**src/rtl/wh_div_pkg.sv**
```systemverilog
// Package: bit positions of the configuration word, shared by the register
// and checker logic. Assumes a 32-bit configuration word.
package wh_div_pkg;
    localparam int CFG_W     = 32;
    localparam int WAIT_LSB  = 16;
    localparam int HOLD_LSB  = 20;
    localparam int BYP_BIT   = 24;
    localparam int APPLY_BIT = 25;
endpackage

```
**src/rtl/wh_div_cfg.sv**
```systemverilog
// Module: configuration register. Holds the shadow wait/hold counts and the
// bypass request, plus the pending apply flag. The flag clears when the core
// signals a period boundary. Assumes FW is 3 or 4 so that the fields stay
// inside their 4-bit slots.
module wh_div_cfg
    import wh_div_pkg::*;
#(
    parameter int FW = 4
) (
    input  logic             clk,
    input  logic             rst_n,
    input  logic             wr_en,
    input  logic [CFG_W-1:0] wr_data,
    input  logic             boundary,
    output logic [FW-1:0]    sh_wait,
    output logic [FW-1:0]    sh_hold,
    output logic             byp_req,
    output logic             pending,
    output logic [CFG_W-1:0] rd_data
);
    // Capture the programmed fields on a write.
    always_ff @(posedge clk) begin
        if (!rst_n) begin
            sh_wait <= '0;
            sh_hold <= '0;
            byp_req <= 1'b0;
        end else if (wr_en) begin
            sh_wait <= wr_data[WAIT_LSB +: FW];
            sh_hold <= wr_data[HOLD_LSB +: FW];
            byp_req <= wr_data[BYP_BIT];
        end
    end

    // Apply flag: set by a write, cleared when the core takes the new counts.
    always_ff @(posedge clk) begin
        if (!rst_n)
            pending <= 1'b0;
        else if (wr_en && wr_data[APPLY_BIT])
            pending <= 1'b1;
        else if (boundary)
            pending <= 1'b0;
    end

    // Read-back word: defined fields only, all other bits zero.
    always_comb begin
        rd_data = '0;
        rd_data[WAIT_LSB +: FW] = sh_wait;
        rd_data[HOLD_LSB +: FW] = sh_hold;
        rd_data[BYP_BIT]        = byp_req;
        rd_data[APPLY_BIT]      = pending;
    end
endmodule

```
**src/rtl/wh_div_core.sv**
```systemverilog
// Module: wait/hold counter. The output level is high for act_wait+1 cycles
// and then low for act_hold+1 cycles. At the last low cycle (the boundary) it
// loads the shadow counts if an update is pending. Assumes that a count never
// exceeds 2^FW-1, which the field width guarantees.
module wh_div_core #(
    parameter int FW = 4
) (
    input  logic          clk,
    input  logic          rst_n,
    input  logic          load_en,
    input  logic [FW-1:0] new_wait,
    input  logic [FW-1:0] new_hold,
    output logic          div_lvl,
    output logic          boundary,
    output logic [FW-1:0] act_wait,
    output logic [FW-1:0] act_hold
);
    localparam int CW = FW;

    logic [CW-1:0] cnt;

    // The end of a period is the last cycle of the low phase.
    assign boundary = !div_lvl && (cnt == act_hold);

    // Phase sequencing and counting.
    always_ff @(posedge clk) begin
        if (!rst_n) begin
            div_lvl <= 1'b0;
            cnt     <= '0;
        end else if (div_lvl) begin
            if (cnt == act_wait) begin
                div_lvl <= 1'b0;
                cnt     <= '0;
            end else begin
                cnt <= cnt + 1'b1;
            end
        end else if (boundary) begin
            div_lvl <= 1'b1;
            cnt     <= '0;
        end else begin
            cnt <= cnt + 1'b1;
        end
    end

    // Adopt the new counts only at a period boundary.
    always_ff @(posedge clk) begin
        if (!rst_n) begin
            act_wait <= '0;
            act_hold <= '0;
        end else if (boundary && load_en) begin
            act_wait <= new_wait;
            act_hold <= new_hold;
        end
    end
endmodule

```
**src/rtl/wh_div_bypass.sv**
```systemverilog
// Module: bypass selection. The bypass request is taken over only while the
// divided level is low, so the output never shows a short pulse. The output
// then carries either the input clock or the divided level. Assumes that the
// divided level is a registered signal in the clk domain.
module wh_div_bypass (
    input  logic clk,
    input  logic rst_n,
    input  logic byp_req,
    input  logic div_lvl,
    output logic byp_act,
    output logic clk_o
);
    // Follow the request only during the divided low phase.
    always_ff @(posedge clk) begin
        if (!rst_n)
            byp_act <= 1'b0;
        else if (!div_lvl)
            byp_act <= byp_req;
    end

    // Output select.
    assign clk_o = byp_act ? clk : div_lvl;
endmodule

```
**src/rtl/wh_clock_divider.sv**
```systemverilog
// Module: top of the wait/hold clock divider. Connects the configuration
// register, the counter core and the bypass select. Assumes FW is 3 or 4 and
// that the write port runs in the clk_i domain.
module wh_clock_divider
    import wh_div_pkg::*;
#(
    parameter int FW = 4
) (
    input  logic             clk_i,
    input  logic             rst_n_i,
    input  logic             wr_en_i,
    input  logic [CFG_W-1:0] wr_data_i,
    output logic [CFG_W-1:0] rd_data_o,
    output logic             clk_div_o
);
    logic [FW-1:0] sh_wait;
    logic [FW-1:0] sh_hold;
    logic [FW-1:0] act_wait;
    logic [FW-1:0] act_hold;
    logic          byp_req;
    logic          byp_act;
    logic          pending;
    logic          boundary;
    logic          div_lvl;

    wh_div_cfg #(.FW(FW)) u_cfg (
        .clk      (clk_i),
        .rst_n    (rst_n_i),
        .wr_en    (wr_en_i),
        .wr_data  (wr_data_i),
        .boundary (boundary),
        .sh_wait  (sh_wait),
        .sh_hold  (sh_hold),
        .byp_req  (byp_req),
        .pending  (pending),
        .rd_data  (rd_data_o)
    );

    wh_div_core #(.FW(FW)) u_core (
        .clk      (clk_i),
        .rst_n    (rst_n_i),
        .load_en  (pending),
        .new_wait (sh_wait),
        .new_hold (sh_hold),
        .div_lvl  (div_lvl),
        .boundary (boundary),
        .act_wait (act_wait),
        .act_hold (act_hold)
    );

    wh_div_bypass u_byp (
        .clk     (clk_i),
        .rst_n   (rst_n_i),
        .byp_req (byp_req),
        .div_lvl (div_lvl),
        .byp_act (byp_act),
        .clk_o   (clk_div_o)
    );
endmodule

```
**config.mk**
```make
export PLATFORM = sky130hd
export DESIGN_NAME = wh_clock_divider
export DESIGN_NICKNAME = d
export VERILOG_FILES = /design/src/rtl/wh_div_pkg.sv /design/src/rtl/wh_div_cfg.sv /design/src/rtl/wh_div_core.sv /design/src/rtl/wh_div_bypass.sv /design/src/rtl/wh_clock_divider.sv
export SDC_FILE = /design/constraint.sdc
export NUM_CORES = 1
export LEC_CHECK = 0
export BUFFER_PORTS_ARGS = -buffer_cell sky130_fd_sc_hd__buf_4
export CAP_MARGIN = 20
export CORE_MARGIN = 2
export CORE_UTILIZATION = 39
export CTS_BUF_LIST = sky130_fd_sc_hd__clkbuf_16
export CTS_CLUSTER_SIZE = 28
export DETAILED_ROUTE_END_ITERATION = 8
export PLACE_DENSITY = 0.78
export SYNTH_ARGS = -nofsm -noshare
export SYNTH_HDL_FRONTEND = slang
export SYNTH_SLANG_ARGS = --single-unit
```
**constraint.sdc**
```tcl
create_clock -name clk_i -period 1.7 [get_ports clk_i]
set_clock_uncertainty 0.1 [all_clocks]
set_input_delay 0.34 -clock clk_i [delete_from_list [all_inputs] [get_ports clk_i]]
set_output_delay 0.34 -clock clk_i [all_outputs]
set_load 0.01 [all_outputs]
```
* After elaboration in Yosys (flattened, before gate mapping)
Cells that the tools add are included.
** Storage, ports and cells
- Bits in registers :: 24
** Operators by class
- Multiplexer cells :: 9
- Add/subtract/negate cells :: 1
- Eq/ne operators :: 2
- Reductions and logical operators :: 5
** Operators by type and width (count)
- 2-to-1 mux 4 bit :: 3
- equality test 4 bit :: 2
- 2-to-1 mux 1 bit :: 6
- adder 4 x 1 -> 4 bit (second input constant) :: 1
- logical AND 1 bit :: 3
- nonzero test 2 bit :: 1
- zero test 1 bit :: 1

* Logic depth before layout (Yosys ltp)
Gate-level depths: netlist of run 1.
- Depth in word-level cells :: 4
- Mapped depth :: 5

* Hierarchy
From an unflattened synthesis of run 1, not the netlist that was laid out.
** Second synthesis, totals
- Cells, all modules :: 138
- Area total of the unflattened synthesis :: 1300.0 µm²
** By module, submodules not included
- wh_div_core :: instances 1, area an instance 629.4 µm², seq. area each 260.2 µm², cells each 69
- wh_div_cfg :: instances 1, area an instance 619.3 µm², seq. area each 200.2 µm², cells each 65
- wh_div_bypass :: instances 1, area an instance 51.3 µm², seq. area each 20.0 µm², cells each 4

==> impl_metrics.xml, run 1 <==
<?xml version="1.0" encoding="UTF-8"?>
<metrics>
  <group name="route">
    <metric name="drc_errors" unit="">0</metric>
    <metric name="detail_route.wl_per_cell" unit="um">11.3</metric>
    <metric name="route.detailed.vias_per_inst" unit="">4.46</metric>
    <metric name="drt_wl_total" unit="um">2260</metric>
    <metric name="drtIter0Drc" unit="">6</metric>
    <metric name="drt-pass1-iter-count" unit="">2</metric>
    <metric name="num_vias" unit="">891</metric>
    <metric name="detail-route-antenna-nets" unit="">0</metric>
  </group>
  <group name="power">
    <metric name="leakagePower" unit="uW">0.000668</metric>
    <metric name="power_density_normalized_to_cell_area" unit="mW/mm^2">1270</metric>
    <metric name="total_power" unit="uW">1910</metric>
    <metric name="peakVddDrop" unit="mV">0.547</metric>
  </group>
  <group name="grt">
    <metric name="globalRoute.totalOverflow" unit="">0</metric>
    <metric name="grt_pass1_vias" unit="">888</metric>
    <metric name="antenna_found_initial" unit="">0</metric>
    <metric name="grt_max_degree" unit="">31</metric>
    <metric name="overall_fraction_of_global_route_tracks_in_use" unit="%">14.5</metric>
    <metric name="grt_first_pass_wirelength" unit="um">3740</metric>
  </group>
  <group name="yosys">
    <metric name="synthesis.instances" unit="">130</metric>
    <metric name="yosys_warnings" unit="">0</metric>
    <metric name="synth_seq_area_share" unit="%">39.2</metric>
    <metric name="synth_cell_type_count" unit="">26</metric>
    <metric name="synthesis.area_per_instance" unit="um^2">9.42</metric>
    <metric name="post_synthesis_instance_area" unit="mm^2">0.00122</metric>
    <metric name="synth.ff_latch_count" unit="">24</metric>
  </group>
  <group name="floorplanning">
    <metric name="initial_utilization" unit="%">40.5</metric>
    <metric name="fp.dieArea" unit="mm^2">0.00361</metric>
    <metric name="die_width" unit="um">60.0</metric>
    <metric name="dieHeight" unit="um">60.0</metric>
    <metric name="core_area" unit="mm^2">0.00303</metric>
    <metric name="fp-row-count" unit="">20</metric>
    <metric name="ioPinCount" unit="">68</metric>
  </group>
  <group name="placed_design">
    <metric name="placed_cells" unit="">193</metric>
    <metric name="place.detailed.hpwl" unit="um">1610</metric>
    <metric name="gpl.final_weighted_congestion" unit="">0.784</metric>
    <metric name="port_buffers" unit="">23</metric>
  </group>
  <group name="setup_path">
    <metric name="crit_arrival" unit="ns">1.86</metric>
    <metric name="r2r.worst_path.cells" unit="">5</metric>
    <metric name="critPathKind" unit="">flip-flop to flip-flop</metric>
    <metric name="crit_path_end_kind" unit="">flip-flop</metric>
    <metric name="crit_path_start_kind" unit="">flip-flop</metric>
    <metric name="critical_path_required" unit="ns">1.84</metric>
    <metric name="worstPathMaxFanout" unit="">6</metric>
  </group>
  <group name="run">
    <metric name="max_cap_viols" unit="">0</metric>
  </group>
  <group name="timing">
    <metric name="report.final.setup_viol" unit="">1</metric>
    <metric name="finalWorstPathRequiredPeriod" unit="ns">1.72</metric>
    <metric name="slew_violations" unit="">0</metric>
    <metric name="fin_crit_sh" unit="%">101</metric>
    <metric name="grt_setup_unrepaired" unit="">true</metric>
    <metric name="fmax" unit="MHz">582</metric>
    <metric name="postLayoutSetupSlackWorst" unit="ns">-0.0175</metric>
    <metric name="hold_violations" unit="">0</metric>
  </group>
  <group name="final_layout">
    <metric name="num_antenna_cells" unit="">0</metric>
    <metric name="drive_above_1_share" unit="%">25.6</metric>
    <metric name="layoutNonFillerInstCount" unit="">200</metric>
    <metric name="num-nets-final" unit="">193</metric>
    <metric name="syn_to_final_growth" unit="%">22.9</metric>
    <metric name="fillers" unit="">274</metric>
  </group>
  <group name="clock_network">
    <metric name="clk-insertion-delay-late" unit="ns">0.37</metric>
    <metric name="cts_tree" unit="">yes</metric>
    <metric name="clkTransAtPathRegs" unit="ns">0.06</metric>
  </group>
  <group name="worst_hold_path">
    <metric name="hold_depth" unit="">3</metric>
    <metric name="worstHoldPathType" unit="">input pin to flip-flop</metric>
  </group>
  <group name="outcome">
    <metric name="failed_checks" unit="">negative setup slack</metric>
    <metric name="run_status" unit="">finished with violations</metric>
  </group>
</metrics>
==> cells in the mapped netlist <==
| cell | instances | share of area (%) |
|---|---|---|
| sky130_fd_sc_hd__buf_4 | 24 | 15 |
| sky130_fd_sc_hd__dfxtp_1 | 24 | 39 |
| sky130_fd_sc_hd__mux2i_1 | 18 | 15 |
| sky130_fd_sc_hd__nand2_1 | 18 | 5.5 |
| sky130_fd_sc_hd__nor2b_1 | 11 | 5.6 |
| sky130_fd_sc_hd__xnor2_1 | 5 | 3.6 |
| sky130_fd_sc_hd__clkbuf_1 | 4 | 1.2 |
| sky130_fd_sc_hd__nor3_1 | 3 | 1.2 |
| sky130_fd_sc_hd__o21ai_0 | 3 | 1.2 |
| sky130_fd_sc_hd__inv_1 | 2 | 0.61 |
| sky130_fd_sc_hd__nand3_1 | 2 | 0.82 |
| sky130_fd_sc_hd__xor2_1 | 2 | 1.4 |
| sky130_fd_sc_hd__a2111o_1 | 1 | 0.92 |
| sky130_fd_sc_hd__and2_1 | 1 | 0.51 |
| sky130_fd_sc_hd__buf_6 | 1 | 0.92 |
| sky130_fd_sc_hd__clkinv_1 | 1 | 0.31 |
| sky130_fd_sc_hd__conb_1 | 1 | 0.31 |
| sky130_fd_sc_hd__ha_1 | 1 | 1.0 |
| sky130_fd_sc_hd__nand2b_1 | 1 | 0.51 |
| sky130_fd_sc_hd__nand4_1 | 1 | 0.51 |
| sky130_fd_sc_hd__nor2b_4 | 1 | 1.1 |
| sky130_fd_sc_hd__nor3_2 | 1 | 0.82 |
| sky130_fd_sc_hd__nor3b_1 | 1 | 0.61 |
| sky130_fd_sc_hd__nor4b_2 | 1 | 1.2 |
| sky130_fd_sc_hd__o21a_1 | 1 | 0.61 |
| sky130_fd_sc_hd__o221ai_1 | 1 | 0.72 |
==> sequential cells by signal (all words and copies together), names as in the netlist <==
name             cells
u_core.act_wait      4
u_cfg.sh_wait        4
u_byp.byp_act        1
u_cfg.pending        1
u_core.act_hold      4
u_core.div_lvl       1
u_cfg.byp_req        1
u_core.cnt           4
u_cfg.sh_hold        4
==> cells by family (layout without fill, tap and decap cells) <==
group	after synthesis	count (layout)	share of synthesized area, %
AO/OA/AOI/OAI	6	6	3.47
XOR/XNOR	7	7	5.01
adder cells (fa/ha/maj)	1	1	1.02
buffers and inverters	32	37	17.8
flip-flops	24	24	39.2
multiplexers	18	18	14.7
other	1	22	0.306
AND/OR/NAND/NOR	41	41	18.5
==> worst paths after layout <==
| check | end | slack, ns | from |
|---|---|---|---|
| worst min register to register | u_core.act_hold[3]$_SDFFE_PN0P_ | 0.37 | u_core.act_hold[3]$_SDFFE_PN0P_ |
| worst max-delay path | u_cfg.pending$_SDFFE_PN0P_ | -0.02 | u_core.cnt[0]$_SDFF_PN0_ |
| worst min-delay path | u_cfg.pending$_SDFFE_PN0P_ | 0.1 | wr_data_i[25] |
| worst max register to register | u_cfg.pending$_SDFFE_PN0P_ | -0.02 | u_core.cnt[0]$_SDFF_PN0_ |
==> placed cells by master, fill, tap and decap left out, drive strengths merged, types with 2 or more instances in the layout <==
cell and instances:
clkbuf 5, nand3 2, o21ai 3, xnor2 5, inv 2, nor2b 12, nand2 18, clkinv 2
buf 28, nor3 4, dfxtp 24, xor2 2, conb 22, mux2i 18
==> per-layer routing <==
metal / wire (um) / GRT usage [%] / share of wire, %
met1: 940 / 15.4 / 42
met2: 1110 / 23.1 / 49
met5: 0 / 0 / 0
met4: 76 / 11.4 / 3.4
met3: 132 / 5.19 / 5.8
==> worst max-delay path, cell delays in order, from the launching register on <==
cell and delay, ns:
sky130_fd_sc_hd__dfxtp_2 0.32, sky130_fd_sc_hd__nor2b_4 0.11, sky130_fd_sc_hd__a2111o_1 0.42, sky130_fd_sc_hd__buf_4 0.15, sky130_fd_sc_hd__nor3_2 0.33, sky130_fd_sc_hd__o21ai_0 0.15
==> stage by stage <==
| step | utilization, % | area [um^2] | setup WS, ns | setup TNS [ns] | hold WS [ns] |
|---|---|---|---|---|---|
| 4_1_cts | 49.4 | 1500 | -0.00322 | -0.00391 | 0.0968 |
| 3_3_place_gp | 44.8 | 1360 | 0.0661 | 0 | 0.353 |
| 3_5_place_dp | 44.8 | 1360 | -0.00738 | -0.00738 | 0.360 |
| 5_1_grt | 49.7 | 1510 | -0.0963 | -0.846 | 0.110 |
| 2_1_floorplan | - | 1300 | 0.0760 | 0 | 0.339 |
| 6_report | 49.7 | 1510 | -0.0175 | -0.0175 | 0.0951 |
==> area by class of cell <==
type	count	area (um^2)	share of cell area, %
clock buffer	6	133	8.81
clock inverter	1	3.75	0.249
inverter	3	11.3	0.748
multi-input combinational	95	617	41.0
sequential	24	483	32.1
tap	44	55.1	3.66
timing repair buffer	27	203	13.5
==> power breakdown <==
part	total [uW]	leakage (uW)	switching [uW]	internal (uW)
Combinational	451	0.000391	230	220
Clock	788	0.0000808	251	537
Sequential	667	0.000197	46.9	620
==> timing repair <==
item,4_1_cts,5_1_grt
buffers inserted,0,1
endpoints found under the setup margin,3,8
resized for setup,5,1
hold buffers,0,0
hold endpoints to repair,0,0
Note: power is estimated with default switching activity, not from simulation.
==> run 2: changes to the inputs <==
CTS_BUF_LIST = sky130_fd_sc_hd__clkbuf_4 sky130_fd_sc_hd__clkbuf_8 sky130_fd_sc_hd__clkbuf_16   (was sky130_fd_sc_hd__clkbuf_16)
REMOVE_ABC_BUFFERS = 1   (was default)
==> run 2 against run 1 <==
  * Cell count shrank 0.50%
  * Design area shrank 6.8%
  * Non-clock buffer count is the same
  * Critical endpoint is now u_core.act_hold[3]$_SDFFE_PN0P_
  * Die area is the same
  * Combinational power shrank 4.4%
  * The run now ends clean
  * Sequential share of layout area grew 2.3 points
  * Critical path type unchanged
  * Sequential power shrank 0.9%
  * Hold slack lost 0.055 ns
==> impl_metrics.xml, run 2 (same netlist as run 1, synthesis figures left out) <==
<?xml version="1.0" encoding="UTF-8"?>
<metrics>
  <group name="worst_hold_path">
    <metric name="worstHoldPathType" unit="">input pin to flip-flop</metric>
    <metric name="hold_start" unit="">wr_data_i[25]</metric>
    <metric name="hold_depth" unit="">3</metric>
    <metric name="worst_hold_path.endpoint" unit="">u_cfg.pending$_SDFFE_PN0P_</metric>
  </group>
  <group name="placed_design">
    <metric name="port_buffers" unit="">23</metric>
    <metric name="dpl-instance-area" unit="mm^2">0.00136</metric>
    <metric name="gpl.final_weighted_congestion" unit="">0.732</metric>
    <metric name="pre_cts_slack" unit="ns">-0.0242</metric>
    <metric name="place.detailed.hpwl" unit="um">1520</metric>
  </group>
  <group name="final_layout">
    <metric name="post-route-cell-area" unit="mm^2">0.00140</metric>
    <metric name="syn_to_final_growth" unit="%">14.5</metric>
    <metric name="fillers" unit="">289</metric>
    <metric name="drive_above_1_share" unit="%">24.5</metric>
    <metric name="num_antenna_cells" unit="">0</metric>
    <metric name="postLayoutCoreUtil" unit="%">46.3</metric>
    <metric name="most-common-layout-cells" unit="">28 x sky130_fd_sc_hd__buf_4, 22 x sky130_fd_sc_hd__conb_1, 22 x sky130_fd_sc_hd__dfxtp_1</metric>
    <metric name="mostFrequentLayoutCell" unit="">sky130_fd_sc_hd__buf_4</metric>
    <metric name="num-nets-final" unit="">193</metric>
  </group>
  <group name="route">
    <metric name="detail_route.wl_per_cell" unit="um">9.89</metric>
    <metric name="drc_errors" unit="">0</metric>
    <metric name="detail-route-antenna-nets" unit="">0</metric>
    <metric name="drt_wl_total" unit="um">1970</metric>
    <metric name="drt-pass1-iter-count" unit="">4</metric>
    <metric name="drtIter0Drc" unit="">3</metric>
    <metric name="num_vias" unit="">863</metric>
    <metric name="route.detailed.vias_per_inst" unit="">4.34</metric>
  </group>
  <group name="setup_path">
    <metric name="crit_path_start_kind" unit="">flip-flop</metric>
    <metric name="crit_path_end_kind" unit="">flip-flop</metric>
    <metric name="critical_path_required" unit="ns">1.95</metric>
    <metric name="cp.buffers_inverters" unit="">1</metric>
    <metric name="critical_path.cell_chain" unit="">nor2b_4 &gt; a2111o_1 &gt; nor4b_2 &gt; buf_4 &gt; mux2i_1</metric>
    <metric name="timing.rr.start" unit="">u_core.cnt[0]$_SDFF_PN0_</metric>
    <metric name="r2r.worst_path.cells" unit="">5</metric>
    <metric name="critPathKind" unit="">flip-flop to flip-flop</metric>
    <metric name="critPathSlowestCell" unit="">sky130_fd_sc_hd__a2111o_1</metric>
    <metric name="timing.reg2reg.setup_slack" unit="ns">0.01</metric>
    <metric name="critical_path.max_stage_delay" unit="ns">0.40</metric>
    <metric name="crit_arrival" unit="ns">1.94</metric>
    <metric name="critical_path.top_delay_family" unit="">compound AO/OA/AOI/OAI gates</metric>
    <metric name="worstPathMaxFanout" unit="">8</metric>
    <metric name="crit-reg2reg-capture" unit="">u_core.act_hold[3]$_SDFFE_PN0P_</metric>
  </group>
  <group name="grt">
    <metric name="grt_pass1_vias" unit="">796</metric>
    <metric name="antenna_found_initial" unit="">0</metric>
    <metric name="grt_first_pass_wirelength" unit="um">3320</metric>
    <metric name="grt_max_degree" unit="">31</metric>
    <metric name="overall_fraction_of_global_route_tracks_in_use" unit="%">12.8</metric>
    <metric name="globalRoute.totalOverflow" unit="">0</metric>
  </group>
  <group name="floorplanning">
    <metric name="dieHeight" unit="um">60.0</metric>
    <metric name="initial_utilization" unit="%">40.5</metric>
    <metric name="ioPinCount" unit="">68</metric>
    <metric name="die_width" unit="um">60.0</metric>
    <metric name="fp.dieArea" unit="mm^2">0.00361</metric>
    <metric name="core_area" unit="mm^2">0.00303</metric>
    <metric name="fp-row-count" unit="">20</metric>
  </group>
  <group name="timing">
    <metric name="final.setup.tns" unit="ns">0</metric>
    <metric name="fin_crit_sh" unit="%">99.4</metric>
    <metric name="finalHoldWorstSlack" unit="ns">0.0402</metric>
    <metric name="postLayoutSetupSlackWorst" unit="ns">0.0106</metric>
    <metric name="hold_violations" unit="">0</metric>
    <metric name="grt_setup_unrepaired" unit="">true</metric>
    <metric name="finalWorstPathRequiredPeriod" unit="ns">1.69</metric>
    <metric name="slew_violations" unit="">0</metric>
    <metric name="fmax" unit="MHz">592</metric>
    <metric name="report.final.setup_viol" unit="">0</metric>
  </group>
  <group name="outcome">
    <metric name="run_status" unit="">complete, no violations</metric>
  </group>
  <group name="power">
    <metric name="peakVddDrop" unit="mV">0.384</metric>
    <metric name="power_density_normalized_to_cell_area" unit="mW/mm^2">1020</metric>
    <metric name="leakagePower" unit="uW">0.000618</metric>
  </group>
  <group name="clock_network">
    <metric name="clkTransAtPathRegs" unit="ns">0.12</metric>
    <metric name="clk-insertion-delay-late" unit="ns">0.42</metric>
    <metric name="cts_tree" unit="">yes</metric>
    <metric name="cts.hold.buffers_added" unit="">0</metric>
  </group>
  <group name="run">
    <metric name="max_cap_viols" unit="">0</metric>
  </group>
</metrics>
## run 2: cell types whose count changed in the layout (fill, tap and decap cells not counted)
cell,previous run,this run
sky130_fd_sc_hd__nand2_1,17,18
sky130_fd_sc_hd__o21ai_2,1,0
sky130_fd_sc_hd__o21ai_1,0,1
sky130_fd_sc_hd__nand2_4,1,0
sky130_fd_sc_hd__clkbuf_16,5,0
sky130_fd_sc_hd__clkinv_1,2,1
sky130_fd_sc_hd__clkbuf_4,0,5
## run 2: what timing repair did
action | CTS | global route
endpoints found under the setup margin | 9 | 9
gates resized for setup | 2 | 1
buffers inserted | 1 | 0
## run 2: worst max path at each step
stage	start	to	slack [ns]	cells after the start
2_1_floorplan	u_core.cnt[0]$_SDFF_PN0_	u_core.act_hold[0]$_SDFFE_PN0P_	-0.35	4
3_3_place_gp	u_core.act_hold[0]$_SDFFE_PN0P_	u_core.act_wait[1]$_SDFFE_PN0P_	0.07	5
3_5_place_dp	u_core.act_hold[0]$_SDFFE_PN0P_	u_core.act_hold[3]$_SDFFE_PN0P_	-0.02	5
4_1_cts	u_core.cnt[0]$_SDFF_PN0_	u_core.act_hold[3]$_SDFFE_PN0P_	-0.02	5
5_1_grt	u_core.cnt[0]$_SDFF_PN0_	u_core.act_hold[3]$_SDFFE_PN0P_	-0.1	5
6_report	u_core.cnt[0]$_SDFF_PN0_	u_core.act_hold[3]$_SDFFE_PN0P_	0.01	5
## run 2: per-layer routing
| layer | vias up | GRT usage, % | part of all wire (%) |
|---|---|---|---|
| met5 | - | 0 | 0 |
| met4 | 0 | 6.98 | 1.4 |
| met3 | 5 | 4.98 | 6.7 |
| met2 | 40 | 21.6 | 51 |
| met1 | 389 | 13.4 | 41 |
| li1 | 429 | - | - |
## run 2: layout make-up
class	count	area, um^2	share of cell area, %
Clock buffer	6	45.0	3.21
Tap cell	44	55.1	3.93
Multi-Input combinational cell	95	606	43.2
Timing Repair Buffer	27	203	14.5
Sequential cell	24	483	34.4
Inverter	3	11.3	0.803
## run 2: metrics by stage
| step | cells | total power, uW |
|---|---|---|
| after global placement | 193 | 1090 |
| final | 199 | 1430 |
| after global routing | 199 | 1530 |
| after detailed placement | 193 | 1110 |
| after floorplan | 122 | 950 |
| after CTS | 199 | 1440 |
## run 2: power by group
group,internal [uW],total [uW],switching [uW],leakage (uW)
combinational,219,431,212,0.000391
sequential,620,661,41.5,0.000197
clock,152,337,185,0.0000306
## run 2: worst register-to-register path, delay by kind of cell (launching register included)
family | cells | cell delay [ns]
flip-flops | 1 | 0.34
AO/OA/AOI/OAI | 1 | 0.40
multiplexers | 1 | 0.22
buffers and inverters | 1 | 0.23
AND/OR/NAND/NOR | 2 | 0.34
==> run 3: changes to the inputs <==
--- a/config.mk
+++ b/config.mk
@@ -16,2 +16,3 @@
 export REMOVE_ABC_BUFFERS = 1
+export SKIP_CTS_REPAIR_TIMING = 1
 export SYNTH_ARGS = -nofsm -noshare
--- a/constraint.sdc
+++ b/constraint.sdc
@@ -4,2 +4,2 @@
 set_output_delay 0.34 -clock clk_i [all_outputs]
-set_load 0.01 [all_outputs]
+set_load 0.1 [all_outputs]
==> run 3 against run 2 <==
  * The flow now finishes with violations (negative setup slack)
  * Sequential cell count did not move
  * Core utilization is 0.37 points higher
  * Sequential power hardly changed
  * Global-route usage fell by 0.13 points
  * Via count increased by 0.81%
  * Clock-buffer cell count did not move
  * Die area unchanged
  * Combinational power is 64% higher
  * Total power grew 28%
  * Critical endpoint is now clk_div_o
  * Largest cell class unchanged
  * Highest routed layer unchanged
==> impl_metrics.xml, run 3 (same netlist as run 1, synthesis figures left out) <==
<?xml version="1.0" encoding="UTF-8"?>
<metrics>
  <group name="outcome">
    <metric name="run_status" unit="">finished with violations</metric>
    <metric name="failed_checks" unit="">negative setup slack</metric>
  </group>
  <group name="timing">
    <metric name="fmax" unit="MHz">581</metric>
    <metric name="fin_crit_sh" unit="%">101</metric>
    <metric name="hold_violations" unit="">0</metric>
    <metric name="postLayoutSetupSlackWorst" unit="ns">-0.0224</metric>
    <metric name="grt_setup_unrepaired" unit="">true</metric>
    <metric name="report.final.setup_viol" unit="">3</metric>
    <metric name="finalWorstPathRequiredPeriod" unit="ns">1.72</metric>
    <metric name="slew_violations" unit="">0</metric>
  </group>
  <group name="setup_path">
    <metric name="crit_path_end_kind" unit="">primary output</metric>
    <metric name="critical_path.cell_chain" unit="">inv_1 &gt; o21ai_2 &gt; buf_12</metric>
    <metric name="worstPathMaxFanout" unit="">4</metric>
    <metric name="crit_path_start_kind" unit="">flip-flop</metric>
    <metric name="critical_path.max_stage_delay" unit="ns">0.42</metric>
    <metric name="critical_path_required" unit="ns">1.26</metric>
    <metric name="crit_arrival" unit="ns">1.28</metric>
    <metric name="critPathKind" unit="">flip-flop to primary output</metric>
    <metric name="timing.reg2reg.setup_slack" unit="ns">0</metric>
    <metric name="critPathSlowestCell" unit="">sky130_fd_sc_hd__dfxtp_1</metric>
  </group>
  <group name="run">
    <metric name="max_cap_viols" unit="">0</metric>
  </group>
  <group name="power">
    <metric name="power_density_normalized_to_cell_area" unit="mW/mm^2">1300</metric>
    <metric name="total_power" unit="uW">1830</metric>
    <metric name="leakagePower" unit="uW">0.000619</metric>
    <metric name="peakVddDrop" unit="mV">0.417</metric>
  </group>
  <group name="final_layout">
    <metric name="post-route-cell-area" unit="mm^2">0.00141</metric>
    <metric name="multi_input_area" unit="um^2">612</metric>
    <metric name="num_antenna_cells" unit="">0</metric>
    <metric name="syn_to_final_growth" unit="%">15.4</metric>
    <metric name="postLayoutCoreUtil" unit="%">46.7</metric>
    <metric name="num-nets-final" unit="">192</metric>
    <metric name="footprint_of_the_flip_flops_and_latches" unit="um^2">483</metric>
    <metric name="mostFrequentLayoutCell" unit="">sky130_fd_sc_hd__buf_4</metric>
    <metric name="drive_above_1_share" unit="%">25.3</metric>
    <metric name="fillers" unit="">287</metric>
    <metric name="most-common-layout-cells" unit="">26 x sky130_fd_sc_hd__buf_4, 22 x sky130_fd_sc_hd__conb_1, 22 x sky130_fd_sc_hd__dfxtp_1</metric>
  </group>
  <group name="floorplanning">
    <metric name="ioPinCount" unit="">68</metric>
    <metric name="initial_utilization" unit="%">40.5</metric>
    <metric name="fp.dieArea" unit="mm^2">0.00361</metric>
    <metric name="fp-row-count" unit="">20</metric>
    <metric name="die_width" unit="um">60.0</metric>
    <metric name="dieHeight" unit="um">60.0</metric>
    <metric name="core_area" unit="mm^2">0.00303</metric>
  </group>
  <group name="worst_hold_path">
    <metric name="worstHoldPathType" unit="">input pin to flip-flop</metric>
  </group>
  <group name="route">
    <metric name="detail-route-antenna-nets" unit="">0</metric>
    <metric name="drc_errors" unit="">0</metric>
    <metric name="drt_wl_total" unit="um">1970</metric>
    <metric name="num_vias" unit="">870</metric>
    <metric name="drtIter0Drc" unit="">5</metric>
    <metric name="drt-pass1-iter-count" unit="">2</metric>
    <metric name="detail_route.wl_per_cell" unit="um">9.97</metric>
    <metric name="route.detailed.vias_per_inst" unit="">4.39</metric>
  </group>
  <group name="grt">
    <metric name="grt_first_pass_wirelength" unit="um">3280</metric>
    <metric name="grt_max_degree" unit="">31</metric>
    <metric name="globalRoute.totalOverflow" unit="">0</metric>
    <metric name="overall_fraction_of_global_route_tracks_in_use" unit="%">12.6</metric>
    <metric name="antenna_found_initial" unit="">0</metric>
    <metric name="grt_pass1_vias" unit="">798</metric>
  </group>
  <group name="clock_network">
    <metric name="clk-insertion-delay-late" unit="ns">0.42</metric>
    <metric name="cts_tree" unit="">yes</metric>
    <metric name="clkTransAtPathRegs" unit="ns">0.12</metric>
  </group>
  <group name="placed_design">
    <metric name="place.detailed.hpwl" unit="um">1520</metric>
    <metric name="port_buffers" unit="">23</metric>
    <metric name="dpl-instance-area" unit="mm^2">0.00136</metric>
    <metric name="pre_cts_slack" unit="ns">-0.0242</metric>
    <metric name="gpl.final_weighted_congestion" unit="">0.732</metric>
  </group>
</metrics>
[run 3: cell count changes in the layout (fill, tap and decap cells not counted)]
cell | before | now
sky130_fd_sc_hd__nand2_1 | 18 | 17
sky130_fd_sc_hd__buf_12 | 0 | 1
sky130_fd_sc_hd__buf_4 | 28 | 26
sky130_fd_sc_hd__nand2_2 | 0 | 1
sky130_fd_sc_hd__o21ai_2 | 0 | 1
sky130_fd_sc_hd__o21ai_1 | 1 | 0
[run 3: layout make-up]
class,instances,share of cell area [%]
multi-input cells,95,43.3
flip-flops and latches,24,34.2
repair buffers,26,13.8
clock buffers,6,4.07
well taps,44,3.89
inverters,3,0.796
[run 3: per-layer routing]
layer | routed length, um | global-route usage [%] | share of wire (%)
met2 | 1010 | 21.1 | 51
met4 | 35 | 7.30 | 1.8
met5 | 0 | 0 | 0
met1 | 799 | 13.3 | 40
met3 | 133 | 4.98 | 6.7
[run 3: through the flow]
stage / setup TNS [ns] / instances / hold slack [ns]
floorplan: -5.48 / 122 / 0.339
global placement: 0 / 193 / 0.354
detailed placement: -0.0349 / 193 / 0.371
CTS: -0.430 / 199 / 0.0305
global route: -0.745 / 198 / 0.0204
finish: -0.0271 / 198 / 0.0382
[run 3: final timing paths]
| path | start | endpoint | cells past startpoint |
|---|---|---|---|
| setup reg to reg | u_core.cnt[0]$_SDFF_PN0_ | u_core.act_hold[3]$_SDFFE_PN0P_ | 5 |
| setup / recovery | u_core.div_lvl$_SDFF_PN0_ | clk_div_o | 3 |
| hold reg to reg | u_core.act_wait[3]$_SDFFE_PN0P_ | u_core.act_wait[3]$_SDFFE_PN0P_ | 2 |
| hold / removal | wr_data_i[25] | u_cfg.pending$_SDFFE_PN0P_ | 3 |
[run 3: worst max-delay path, delay by kind of cell (launching register included)]
kind,cells,cell delay (ns)
buffers and inverters,2,0.28
flip-flops,1,0.42
AO/OA/AOI/OAI,1,0.16
[run 3: where the power goes]
part | internal [uW] | switching (uW)
Clock | 186 | 280
Combinational | 200 | 504
Sequential | 620 | 42.4
Total | 1010 | 827
